$ cat config.mk
export PLATFORM = sky130hd
export DESIGN_NAME = xlat_cache
export DESIGN_NICKNAME = d
export VERILOG_FILES = /design/src/rtl/xc_pkg.sv /design/src/rtl/xc_match.sv /design/src/rtl/xc_lru.sv /design/src/rtl/xlat_cache.sv
export SDC_FILE = /design/constraint.sdc
export NUM_CORES = 1
export LEC_CHECK = 0
export CAP_MARGIN = 20
export CORE_ASPECT_RATIO = 0.9
export CORE_MARGIN = 1
export CORE_UTILIZATION = 35
export CTS_CLUSTER_SIZE = 8
export DETAILED_ROUTE_END_ITERATION = 8
export PLACE_DENSITY = 0.52
export SLEW_MARGIN = 5
export SYNTH_ARGS = -nofsm -noshare
export SYNTH_HDL_FRONTEND = slang
export SYNTH_HIERARCHICAL = 1
export SYNTH_SLANG_ARGS = --single-unit
$ cat constraint.sdc
create_clock -name clk -period 17 [get_ports clk]
set_input_delay 5.1 -clock clk [delete_from_list [all_inputs] [get_ports clk]]
set_output_delay 5.1 -clock clk [all_outputs]
set_load 0.01 [all_outputs]
$ cat src/rtl/xc_pkg.sv
package xc_pkg;
  localparam int unsigned AW = 32;

  localparam logic [1:0] PG_4K  = 2'd0;
  localparam logic [1:0] PG_64K = 2'd1;
  localparam logic [1:0] PG_1M  = 2'd2;

  localparam logic [1:0] FK_WALK     = 2'd0;
  localparam logic [1:0] FK_MULTI_RD = 2'd1;
  localparam logic [1:0] FK_MULTI_WR = 2'd2;

  // Mask of the compared (page number) bits for a size code.
  function automatic logic [AW-1:0] page_mask(input logic [1:0] sz);
    case (sz)
      PG_1M:   page_mask = 32'hFFF0_0000;
      PG_64K:  page_mask = 32'hFFFF_0000;
      default: page_mask = 32'hFFFF_F000;
    endcase
  endfunction

  // True when the page starting at tag, of size sz, contains addr.
  function automatic logic covers(input logic [AW-1:0] tag, input logic [1:0] sz,
                                  input logic [AW-1:0] addr);
    covers = ((tag ^ addr) & page_mask(sz)) == '0;
  endfunction

  // Physical base above the page boundary, virtual offset below it.
  function automatic logic [AW-1:0] join_addr(input logic [AW-1:0] base,
                                              input logic [1:0] sz,
                                              input logic [AW-1:0] va);
    join_addr = (base & page_mask(sz)) | (va & ~page_mask(sz));
  endfunction
endpackage

$ cat src/rtl/xc_match.sv
module xc_match #(
  parameter int unsigned ENTRIES = 8
) (
  input  logic [ENTRIES-1:0]                 valid,
  input  logic [ENTRIES-1:0][xc_pkg::AW-1:0] tags,
  input  logic [ENTRIES-1:0][1:0]            sizes,
  input  logic [xc_pkg::AW-1:0]              addr,
  output logic [ENTRIES-1:0]                 hits
);
  for (genvar i = 0; i < ENTRIES; i++) begin : g_cmp
    assign hits[i] = valid[i] && xc_pkg::covers(tags[i], sizes[i], addr);
  end
endmodule

$ cat src/rtl/xc_lru.sv
module xc_lru #(
  parameter int unsigned ENTRIES = 8,
  localparam int unsigned IDXW = $clog2(ENTRIES)
) (
  input  logic                clk,
  input  logic                rst_n,
  input  logic [ENTRIES-1:0]  valid,
  input  logic                touch_en,
  input  logic [IDXW-1:0]     touch_idx,
  output logic [IDXW-1:0]     victim
);
  localparam logic [IDXW-1:0] OLDEST = IDXW'(ENTRIES - 1);

  // age 0 = most recent; ages always form a permutation of 0..ENTRIES-1
  logic [ENTRIES-1:0][IDXW-1:0] age_q;

  always_ff @(posedge clk) begin
    if (!rst_n) begin
      for (int i = 0; i < ENTRIES; i++) age_q[i] <= IDXW'(i);
    end else if (touch_en) begin
      for (int i = 0; i < ENTRIES; i++) begin
        if (IDXW'(i) == touch_idx)          age_q[i] <= '0;
        else if (age_q[i] < age_q[touch_idx]) age_q[i] <= age_q[i] + 1'b1;
      end
    end
  end

  always_comb begin
    logic found;
    found  = 1'b0;
    victim = '0;
    for (int i = 0; i < ENTRIES; i++) begin
      if (!valid[i] && !found) begin
        victim = IDXW'(i);
        found  = 1'b1;
      end
    end
    if (!found) begin
      for (int i = 0; i < ENTRIES; i++)
        if (age_q[i] == OLDEST) victim = IDXW'(i);
    end
  end
endmodule

$ cat src/rtl/xlat_cache.sv
module xlat_cache #(
  parameter int unsigned ENTRIES = 8
) (
  input  logic        clk,
  input  logic        rst_n,
  input  logic        req_valid,
  output logic        req_ready,
  input  logic [31:0] req_vaddr,
  input  logic        req_write,
  output logic        rsp_valid,
  output logic [31:0] rsp_paddr,
  output logic        rsp_fault,
  output logic [1:0]  rsp_fault_kind,
  output logic        walk_req_valid,
  output logic [31:0] walk_req_vaddr,
  input  logic        walk_rsp_valid,
  input  logic [31:0] walk_rsp_pbase,
  input  logic [1:0]  walk_rsp_size,
  input  logic        walk_rsp_fault,
  input  logic        flush_all,
  input  logic        flush_page,
  input  logic [31:0] flush_addr
);
  import xc_pkg::*;
  localparam int unsigned IDXW = $clog2(ENTRIES);
  localparam int unsigned CNTW = $clog2(ENTRIES + 1);

  typedef enum logic {ST_IDLE, ST_WALK} state_t;
  state_t state_q;

  logic [ENTRIES-1:0]          valid_q;
  logic [ENTRIES-1:0][AW-1:0]  tag_q;
  logic [ENTRIES-1:0][AW-1:0]  base_q;
  logic [ENTRIES-1:0][1:0]     size_q;
  logic [AW-1:0]               va_q;
  logic                        wr_q;

  // Named internal events
  logic [ENTRIES-1:0] hit_vec, fhit_vec;
  logic [CNTW-1:0]    hit_cnt;
  logic [IDXW-1:0]    hit_idx, victim, touch_idx;
  logic               accept, walk_done, flush_any, refill_en, touch_en;

  xc_match #(.ENTRIES(ENTRIES)) u_look (
    .valid(valid_q), .tags(tag_q), .sizes(size_q), .addr(req_vaddr), .hits(hit_vec)
  );
  xc_match #(.ENTRIES(ENTRIES)) u_inval (
    .valid(valid_q), .tags(tag_q), .sizes(size_q), .addr(flush_addr), .hits(fhit_vec)
  );

  assign flush_any = flush_all || flush_page;
  assign req_ready = (state_q == ST_IDLE) && !flush_any;
  assign accept    = req_valid && req_ready;
  assign walk_done = (state_q == ST_WALK) && walk_rsp_valid;
  assign refill_en = walk_done && !walk_rsp_fault && !flush_any;
  assign hit_cnt   = CNTW'($countones(hit_vec));

  always_comb begin
    hit_idx = '0;
    for (int i = 0; i < ENTRIES; i++)
      if (hit_vec[i]) hit_idx = IDXW'(i);
  end

  assign touch_en  = (accept && hit_cnt == CNTW'(1)) || refill_en;
  assign touch_idx = refill_en ? victim : hit_idx;

  xc_lru #(.ENTRIES(ENTRIES)) u_lru (
    .clk(clk), .rst_n(rst_n), .valid(valid_q),
    .touch_en(touch_en), .touch_idx(touch_idx), .victim(victim)
  );

  // Entry storage and invalidation
  always_ff @(posedge clk) begin
    if (!rst_n) begin
      valid_q <= '0;
      tag_q   <= '0;
      base_q  <= '0;
      size_q  <= '0;
    end else if (flush_all) begin
      valid_q <= '0;
    end else if (flush_page) begin
      valid_q <= valid_q & ~fhit_vec;
    end else if (refill_en) begin
      valid_q[victim] <= 1'b1;
      tag_q[victim]   <= va_q & page_mask(walk_rsp_size);
      base_q[victim]  <= walk_rsp_pbase & page_mask(walk_rsp_size);
      size_q[victim]  <= walk_rsp_size;
    end
  end

  // Request tracking
  always_ff @(posedge clk) begin
    if (!rst_n) begin
      state_q <= ST_IDLE;
      va_q    <= '0;
      wr_q    <= 1'b0;
    end else if (accept) begin
      va_q <= req_vaddr;
      wr_q <= req_write;
      if (hit_cnt == '0) state_q <= ST_WALK;
    end else if (walk_done) begin
      state_q <= ST_IDLE;
    end
  end

  // Response register
  always_ff @(posedge clk) begin
    if (!rst_n) begin
      rsp_valid      <= 1'b0;
      rsp_paddr      <= '0;
      rsp_fault      <= 1'b0;
      rsp_fault_kind <= FK_WALK;
    end else begin
      rsp_valid      <= 1'b0;
      rsp_fault      <= 1'b0;
      rsp_fault_kind <= FK_WALK;
      if (walk_done) begin
        rsp_valid <= 1'b1;
        rsp_fault <= walk_rsp_fault;
        rsp_paddr <= walk_rsp_fault ? '0 : join_addr(walk_rsp_pbase, walk_rsp_size, va_q);
      end else if (accept && hit_cnt != '0) begin
        rsp_valid <= 1'b1;
        if (hit_cnt == CNTW'(1)) begin
          rsp_paddr <= join_addr(base_q[hit_idx], size_q[hit_idx], req_vaddr);
        end else begin
          rsp_fault      <= 1'b1;
          rsp_fault_kind <= req_write ? FK_MULTI_WR : FK_MULTI_RD;
          rsp_paddr      <= '0;
        end
      end
    end
  end

  assign walk_req_valid = (state_q == ST_WALK);
  assign walk_req_vaddr = va_q;

  logic unused_wr;
  assign unused_wr = wr_q;
endmodule

==> impl_results.html, run 1 <==
<table>
<tr><th>Metric</th><th>Value</th></tr>
<tr><th colspan="2">CTS</th></tr>
<tr><td>CTS buffer count</td><td>60</td></tr>
<tr><td>Clock latency reported for the late side of the worst-skew pair</td><td>610 ps</td></tr>
<tr><td>Cts repair resizes</td><td>0</td></tr>
<tr><td>Cell at the root of the clock tree</td><td>clkbuf_16</td></tr>
<tr><td>Post-CTS Repair Setup Buffers</td><td>0</td></tr>
<tr><td>Clock-pin slew of the registers on the worst-case setup and hold paths</td><td>50 ps</td></tr>
<tr><td>Quantity of hold-fixing buffers added after cts</td><td>0</td></tr>
<tr><td>Buffer levels on the longest clock path</td><td>3</td></tr>
<tr><td>H-tree depth</td><td>2</td></tr>
<tr><td>Clock tree from TritonCTS</td><td>built</td></tr>
<tr><td># clock sinks</td><td>437</td></tr>
<tr><th colspan="2">Worst setup path</th></tr>
<tr><td>Endpoint of the lowest-slack register-to-register path</td><td>rsp_paddr[17]</td></tr>
<tr><td>R2R depth</td><td>17</td></tr>
<tr><td>Worst Path Buf+Inv</td><td>4</td></tr>
<tr><td>Crit Path Max Fanout</td><td>29</td></tr>
<tr><td>Cell breakdown of the critical path</td><td>clkdlybuf4s50_1, xor2_1, nor4_2, nand4_1, a2111oi_2, inv_1, fa_1, fa_1, fa_1, inv_1, ha_1, inv_1, fa_1, nor2b_1, nand3_1, a21o_1, o2111ai_1, o22ai_1</td></tr>
<tr><td>CP Class</td><td>input port to flip-flop</td></tr>
<tr><td>Largest incremental delay on the critical path</td><td>830 ps</td></tr>
<tr><td>CP startpoint kind</td><td>input port</td></tr>
<tr><td>Worst Path Arrival</td><td>13040 ps</td></tr>
<tr><td>Crit path max-delay cell type</td><td>clkdlybuf4s50_1</td></tr>
<tr><td>CP top delay family</td><td>adder cells</td></tr>
<tr><td>Origin of the critical flop-to-flop path</td><td>tag_q[125]</td></tr>
<tr><td>Register-to-register path setup slack</td><td>9590 ps</td></tr>
<tr><td>Worst path most repeated cell</td><td>fa_1</td></tr>
<tr><td>CP endpoint kind</td><td>flip-flop</td></tr>
<tr><td>Req. time, crit path</td><td>17470 ps</td></tr>
<tr><th colspan="2">Routing</th></tr>
<tr><td>Routed via count divided by cell count</td><td>5.31</td></tr>
<tr><td>Initial DRC count</td><td>1606</td></tr>
<tr><td>Wire length reported by the detailed router</td><td>82300 µm</td></tr>
<tr><td>Vias post-DR</td><td>20.6k</td></tr>
<tr><td>Post-route ant nets</td><td>0</td></tr>
<tr><td>Remaining DRCs</td><td>0</td></tr>
<tr><td>1st-pass router iterations</td><td>5</td></tr>
<tr><td>Average routed wire per standard cell</td><td>21.2 µm</td></tr>
<tr><th colspan="2">Global route</th></tr>
<tr><td>First-pass GRT wire length</td><td>126000 µm</td></tr>
<tr><td>Number of antenna violations at the first check in global routing</td><td>1</td></tr>
<tr><td>Largest net degree at the start of global routing</td><td>125</td></tr>
<tr><td>Overall global routing resource usage</td><td>23.2%</td></tr>
<tr><td>GR Overflow Total</td><td>0</td></tr>
<tr><td>Vias in the first global route</td><td>20.3k</td></tr>
<tr><th colspan="2">Finish</th></tr>
<tr><td>Proportion of layout cells with a drive suffix above 1</td><td>7.22%</td></tr>
<tr><td>Filler Cells Inserted</td><td>6669</td></tr>
<tr><td>Antenna diode count</td><td>0</td></tr>
<tr><td>Synth-to-Final Area Change</td><td>14.7%</td></tr>
<tr><td>Final layout net count</td><td>3127</td></tr>
<tr><th colspan="2">STA</th></tr>
<tr><td>Max-Slew Margin vs Limit</td><td>23.2%</td></tr>
<tr><td>Final hold violation count</td><td>0</td></tr>
<tr><td>Final number of max-transition violations</td><td>0</td></tr>
<tr><td>Fmax achieved</td><td>79.6 MHz</td></tr>
<tr><td>Pin slew with the least headroom to its limit</td><td>1150 ps</td></tr>
<tr><td>Tcrit/Tclk final</td><td>73.9%</td></tr>
<tr><td>Sum of negative setup slack</td><td>0 ps</td></tr>
<tr><td>Tightest hold margin</td><td>458 ps</td></tr>
<tr><td>RSZ-0062 raised after global routing</td><td>false</td></tr>
<tr><td>Setup-failing EPs final</td><td>0</td></tr>
<tr><td>Final worst path period need</td><td>12570 ps</td></tr>
<tr><td>Worst clock skew</td><td>23.5 ps</td></tr>
<tr><th colspan="2">Power and ir drop</th></tr>
<tr><td>Switching part of the total power</td><td>24.0%</td></tr>
<tr><td>Net switching power</td><td>0.543 mW</td></tr>
<tr><td>Highest ir drop seen on vdd</td><td>0.0704 mV</td></tr>
<tr><td>Logic gate share of total power</td><td>6.8%</td></tr>
<tr><td>Clk network pwr share</td><td>47.3%</td></tr>
<tr><td>Power Density</td><td>81.6 nW/µm²</td></tr>
<tr><td>Internal power contribution</td><td>1.72 mW</td></tr>
<tr><td>Flop pwr share</td><td>45.9%</td></tr>
<tr><td>Cell leakage power</td><td>9.19 nW</td></tr>
<tr><th colspan="2">Synthesis</th></tr>
<tr><td>Synth warn</td><td>6</td></tr>
<tr><td>Combined area of all synthesized cells</td><td>24100 µm²</td></tr>
<tr><td>Cells after synthesis</td><td>2939</td></tr>
<tr><td>Total nets after synthesis</td><td>3102</td></tr>
<tr><td>Mean instance size in the synthesized netlist</td><td>8.22 µm²</td></tr>
<tr><th colspan="2">Die</th></tr>
<tr><td>Initial Utilization</td><td>35.7%</td></tr>
<tr><td>Standard-cell row count</td><td>90</td></tr>
<tr><td>Area enclosed by the die boundary</td><td>70000 µm²</td></tr>
<tr><td>Horizontal die dimension</td><td>279 µm</td></tr>
<tr><td>Core ar.</td><td>67700 µm²</td></tr>
<tr><td>Io pins</td><td>176</td></tr>
<tr><td>Vertical die dimension</td><td>251 µm</td></tr>
<tr><th colspan="2">Min path</th></tr>
<tr><td>Hold path startpoint</td><td>base_q[29]</td></tr>
<tr><td>Hold WC Path Type</td><td>flip-flop to flip-flop</td></tr>
<tr><td>Endpoint with the worst hold slack</td><td>base_q[29]</td></tr>
<tr><td>Hold-critical path depth</td><td>2</td></tr>
<tr><th colspan="2">Run</th></tr>
<tr><td>Count of maximum capacitance violations</td><td>0</td></tr>
<tr><th colspan="2">Run status</th></tr>
<tr><td>Status</td><td>finished clean</td></tr>
<tr><th colspan="2">Place</th></tr>
<tr><td>Final weighted congestion in routability-driven placement</td><td>0.848</td></tr>
<tr><td>Post-detailed-placement half-perimeter wirelength</td><td>54600 µm</td></tr>
<tr><td>Port-buffer cells</td><td>151</td></tr>
</table>
[routing by layer]
metal	wire (µm)	part of all wire, %	global-route usage [%]
met5	0	0	0
met4	1660	2.0	6.42
met3	4350	5.3	3.17
met2	37400	45	37.4
met1	38900	47	32.3
[flip-flops by register name (all words and copies together) (netlist names)]
register and count:
base_q 160, rsp_fault 1, rsp_fault_kind 2, rsp_paddr 32, rsp_valid 1, size_q 16, tag_q 160, u_lru/age_q 24
valid_q 8, walk_req_vaddr 32, walk_req_valid 1
[cell type report]
cell class / count / area (µm²) / area share [%]
multi-input cells: 2211 / 14100 / 51.0
flip-flops and latches: 437 / 8750 / 31.6
repair buffers: 211 / 1970 / 7.11
clock buffers: 64 / 1540 / 5.55
well taps: 920 / 1150 / 4.16
inverters: 43 / 161 / 0.583
[worst min-delay path, cell delays in order, from the launching register on]
cell,delay [ps]
dfxtp_1,300
nand2_1,40
a21boi_0,60
[metrics by stage]
step	utilization [%]	cells	power (mW)	setup slack (ps)	area, µm²
after global placement	38.6	3819	1.21	4040	26100
after global routing	40.9	3886	2.34	4040	27700
final	40.9	3886	2.26	4430	27700
after detailed placement	38.6	3821	1.21	3930	26200
after floorplan	-	2939	1.15	6350	24100
after CTS	40.9	3885	2.29	4550	27700
[cells in the final DEF (no fill, tap or decap), types with 32 or more instances in the layout]
master	instances
nand2_1	693
dfxtp_1	437
a21boi_0	243
o21ai_0	195
xnor2_1	192
clkdlybuf4s50_1	150
and2_1	148
xor2_1	128
clkbuf_16	61
buf_4	59
ha_1	53
nand4_1	50
inv_1	42
a21oi_1	40
a211oi_1	39
nor2_1	35
and3_1	33
nand3_1	32
[power groups by stage]
stage                     sequential [mW]  clock [mW]  combinational, mW
after floorplan                      1.06           0             0.0922
after global placement               1.06           0              0.150
after detailed placement             1.06           0              0.152
after CTS                            1.04        1.10              0.153
after global routing                 1.04        1.14              0.163
final                                1.04        1.07              0.154
[worst max path at each step]
stage	from	slack (ps)	to	depth (start not counted)
floorplan	flush_page	6350	req_ready	2
global placement	req_vaddr[21]	4040	rsp_paddr[13]	18
detailed placement	req_vaddr[21]	3930	rsp_paddr[17]	18
CTS	req_vaddr[21]	4550	rsp_paddr[17]	18
global route	req_vaddr[21]	4040	rsp_paddr[15]	18
finish	req_vaddr[21]	4430	rsp_paddr[17]	18
(Power assumes the default switching activity.)
==> run 2, diff against run 1 <==
--- a/config.mk
+++ b/config.mk
@@ -11,7 +11,7 @@
 export CORE_UTILIZATION = 35
 export CTS_CLUSTER_SIZE = 8
 export DETAILED_ROUTE_END_ITERATION = 8
-export PLACE_DENSITY = 0.52
+export PLACE_DENSITY = 0.54
 export SLEW_MARGIN = 5
 export SYNTH_ARGS = -nofsm -noshare
 export SYNTH_HDL_FRONTEND = slang
==> constraint.sdc (replaced) <==
create_clock -name clk -period 11.3 [get_ports clk]
set_input_delay 3.39 -clock clk [delete_from_list [all_inputs] [get_ports clk]]
set_output_delay 3.39 -clock clk [all_outputs]
set_load 0.01 [all_outputs]
==> run 2 against run 1 <==
Against the previous run:
- sequential power grew 50%
- wire length grew 0.58%
- combinational power grew 51%
- global-route usage grew 0.051 points
- critical path depth grew 1
==> impl_results.html, run 2 (synthesis results as in run 1) <==
<table>
<tr><th>Metric</th><th>Value</th></tr>
<tr><th colspan="2">Run status</th></tr>
<tr><td>Status</td><td>finished clean</td></tr>
<tr><th colspan="2">STA</th></tr>
<tr><td>Final worst path period need</td><td>9420 ps</td></tr>
<tr><td>Final WS setup</td><td>1880 ps (-2560 ps)</td></tr>
<tr><td>Final hold violation count</td><td>0 (unchanged)</td></tr>
<tr><td>Fmax achieved</td><td>106 MHz</td></tr>
<tr><td>RSZ-0062 raised after global routing</td><td>false</td></tr>
<tr><td>Final number of max-transition violations</td><td>0 (unchanged)</td></tr>
<tr><td>Pin slew with the least headroom to its limit</td><td>1070 ps (-82.2 ps)</td></tr>
<tr><td>Setup-failing EPs final</td><td>0 (unchanged)</td></tr>
<tr><td>Tcrit/Tclk final</td><td>83.4%</td></tr>
<tr><td>Sum of negative setup slack</td><td>0 ps (unchanged)</td></tr>
<tr><td>Worst clock skew</td><td>29.3 ps (+5.77 ps)</td></tr>
<tr><td>Max-Slew Margin vs Limit</td><td>28.7% (+5.5 points)</td></tr>
<tr><th colspan="2">Global route</th></tr>
<tr><td>Overall global routing resource usage</td><td>23.3% (+0.051 points)</td></tr>
<tr><td>First-pass GRT wire length</td><td>126000 µm (about the same)</td></tr>
<tr><td>GR Overflow Total</td><td>0 (unchanged)</td></tr>
<tr><td>Vias in the first global route</td><td>20.7k (+2.1%)</td></tr>
<tr><td>Number of antenna violations at the first check in global routing</td><td>2 (+1)</td></tr>
<tr><td>Largest net degree at the start of global routing</td><td>174 (+39%)</td></tr>
<tr><th colspan="2">Place</th></tr>
<tr><td>DP Cell Count</td><td>3829 (+0.21%)</td></tr>
<tr><td>Post-detailed-placement half-perimeter wirelength</td><td>55200 µm (+1.0%)</td></tr>
<tr><td>Post-detailed-placement cell area</td><td>26200 µm² (+0.26%)</td></tr>
<tr><td>Port-buffer cells</td><td>151 (unchanged)</td></tr>
<tr><td>Final weighted congestion in routability-driven placement</td><td>0.860 (+1.5%)</td></tr>
<tr><td>Setup Slack @ Placement</td><td>1310 ps (-2610 ps)</td></tr>
<tr><th colspan="2">Routing</th></tr>
<tr><td>Routed via count divided by cell count</td><td>5.37 (+1.1%)</td></tr>
<tr><td>Met2 Routed Length</td><td>37500 µm (+0.33%)</td></tr>
<tr><td>Post-route ant nets</td><td>0 (unchanged)</td></tr>
<tr><td>Remaining DRCs</td><td>0 (unchanged)</td></tr>
<tr><td>1st-pass router iterations</td><td>5 (unchanged)</td></tr>
<tr><td>Length of routed met3 wiring</td><td>4880 µm (+12%)</td></tr>
<tr><td>Wire length reported by the detailed router</td><td>82800 µm (+0.58%)</td></tr>
<tr><td>Vias post-DR</td><td>20.9k (+1.4%)</td></tr>
<tr><td>Initial DRC count</td><td>1542 (-4.0%)</td></tr>
<tr><td>Average routed wire per standard cell</td><td>21.2 µm (+0.29%)</td></tr>
<tr><td>Met1 Routed Length</td><td>38100 µm (-2.0%)</td></tr>
<tr><td>Max Used Layer</td><td>met5</td></tr>
<tr><th colspan="2">Die</th></tr>
<tr><td>Vertical die dimension</td><td>251 µm (unchanged)</td></tr>
<tr><td>Initial Utilization</td><td>35.7% (unchanged)</td></tr>
<tr><td>Horizontal die dimension</td><td>279 µm (unchanged)</td></tr>
<tr><td>Core ar.</td><td>67700 µm² (unchanged)</td></tr>
<tr><td>Io pins</td><td>176 (unchanged)</td></tr>
<tr><td>Area enclosed by the die boundary</td><td>70000 µm² (unchanged)</td></tr>
<tr><td>Standard-cell row count</td><td>90 (unchanged)</td></tr>
<tr><th colspan="2">Finish</th></tr>
<tr><td>Most used cells in the layout excluding fill and tap cells</td><td>nand2_1, dfxtp_1, a21boi_0</td></tr>
<tr><td>Largest registers ranked by flip-flop count</td><td>base_q x160, tag_q x160</td></tr>
<tr><td>Final core utilization</td><td>41.1% (+0.21 points)</td></tr>
<tr><td>Layout Cells excl Fill</td><td>3897 (+0.28%)</td></tr>
<tr><td>Synth-to-Final Area Change</td><td>15.3%</td></tr>
<tr><td>Antenna diode count</td><td>0 (unchanged)</td></tr>
<tr><td>Proportion of layout cells with a drive suffix above 1</td><td>7.63% (+0.41 points)</td></tr>
<tr><td>Most common cell after layout, fill and taps aside</td><td>nand2_1</td></tr>
<tr><td>Final layout net count</td><td>3137 (+0.32%)</td></tr>
<tr><td>Final standard cell area without fillers</td><td>27800 µm² (+0.52%)</td></tr>
<tr><th colspan="2">CTS</th></tr>
<tr><td>Cts repair resizes</td><td>0 (unchanged)</td></tr>
<tr><td>H-tree depth</td><td>2 (unchanged)</td></tr>
<tr><td>Buffer levels on the longest clock path</td><td>3 (unchanged)</td></tr>
<tr><td># clock sinks</td><td>437 (unchanged)</td></tr>
<tr><td>Quantity of hold-fixing buffers added after cts</td><td>0 (unchanged)</td></tr>
<tr><td>Clock-pin slew of the registers on the worst-case setup and hold paths</td><td>50 ps (about the same)</td></tr>
<tr><td>Cell at the root of the clock tree</td><td>clkbuf_16</td></tr>
<tr><td>CTS buffer count</td><td>60 (unchanged)</td></tr>
<tr><td>Clock tree from TritonCTS</td><td>built</td></tr>
<tr><td>Clock latency reported for the late side of the worst-skew pair</td><td>620 ps (about the same)</td></tr>
<tr><td>Post-CTS Repair Setup Buffers</td><td>0 (unchanged)</td></tr>
<tr><th colspan="2">Worst setup path</th></tr>
<tr><td>R2R depth</td><td>18 (+1)</td></tr>
<tr><td>Endpoint of the lowest-slack register-to-register path</td><td>u_lru/age_q[18]</td></tr>
<tr><td>CP startpoint kind</td><td>input port</td></tr>
<tr><td>CP endpoint kind</td><td>flip-flop</td></tr>
<tr><td>CP Class</td><td>input port to flip-flop</td></tr>
<tr><td>Origin of the critical flop-to-flop path</td><td>tag_q[125]</td></tr>
<tr><td>Startpoint of the most critical setup path</td><td>req_vaddr[29]</td></tr>
<tr><td>Register-to-register path setup slack</td><td>5070 ps (-4520 ps)</td></tr>
<tr><td>Req. time, crit path</td><td>11770 ps (-5700 ps)</td></tr>
<tr><td>Worst Path Arrival</td><td>9890 ps (-3150 ps)</td></tr>
<tr><td>Crit Path Max Fanout</td><td>15 (-48%)</td></tr>
<tr><td>Capturing instance or port of the critical path</td><td>u_lru/age_q[18]</td></tr>
<tr><th colspan="2">Run</th></tr>
<tr><td>Count of maximum capacitance violations</td><td>0 (unchanged)</td></tr>
<tr><th colspan="2">Power and ir drop</th></tr>
<tr><td>Highest ir drop seen on vdd</td><td>0.109 mV (+54%)</td></tr>
<tr><td>Power Density</td><td>122 nW/µm² (+50%)</td></tr>
<tr><td>Cell leakage power</td><td>9.26 nW (+0.79%)</td></tr>
<tr><th colspan="2">Min path</th></tr>
<tr><td>Hold WC Path Type</td><td>flip-flop to flip-flop</td></tr>
</table>
[run 2: cell types whose count changed in the layout (fill, tap and decap cells not counted), sizes merged]
cell,before,now
buf,61,71
inv,43,45
clkbuf,64,63
[run 2: power breakdown]
group	switching [mW]	total, mW	internal [mW]
logic	0.135	0.233	0.0980
registers	0.0116	1.56	1.55
clock network	0.669	1.61	0.944
[run 2: worst max-delay path: stages]
cell	delay, ps
clkdlybuf4s50_1	640
xor2_1	280
nor4_2	290
nand4_1	250
a2111oi_2	780
inv_1	180
fa_1	510
fa_1	520
fa_1	400
inv_1	70
ha_1	170
inv_1	70
fa_1	510
nor3b_1	380
a41oi_1	230
o21ai_2	430
buf_4	290
nor2b_1	340
a311oi_1	150
[run 2: routing by layer]
layer / vias to the layer above / GRT usage, %
met5: - / 0
met4: 4 / 7.66
met3: 143 / 3.59
met2: 602 / 37.7
met1: 10100 / 31.4
li1: 10000 / -
[run 2: final cells by class]
type | count | area [µm²]
fill | 6778 | 39800
multi-input combinational | 2211 | 14100
sequential | 437 | 8750
timing repair buffer | 221 | 2080
clock buffer | 63 | 1540
tap | 920 | 1150
inverter | 43 | 161
clock inverter | 2 | 17.5
[run 2: how the worst min path moves through the flow]
stage | start | end | slack, ps | depth (start not counted)
finish | base_q[30] | base_q[30] | 460 | 2
global route | base_q[191] | base_q[191] | 470 | 2
global placement | base_q[127] | base_q[127] | 440 | 2
CTS | base_q[127] | base_q[127] | 460 | 2
floorplan | base_q[127] | base_q[127] | 430 | 2
detailed placement | base_q[127] | base_q[127] | 450 | 2
[run 2: metrics by stage]
step / hold slack, ps / power [mW]
global route: 472 / 3.52
floorplan: 433 / 1.73
detailed placement: 449 / 1.82
global placement: 441 / 1.82
CTS: 456 / 3.44
finish: 455 / 3.41
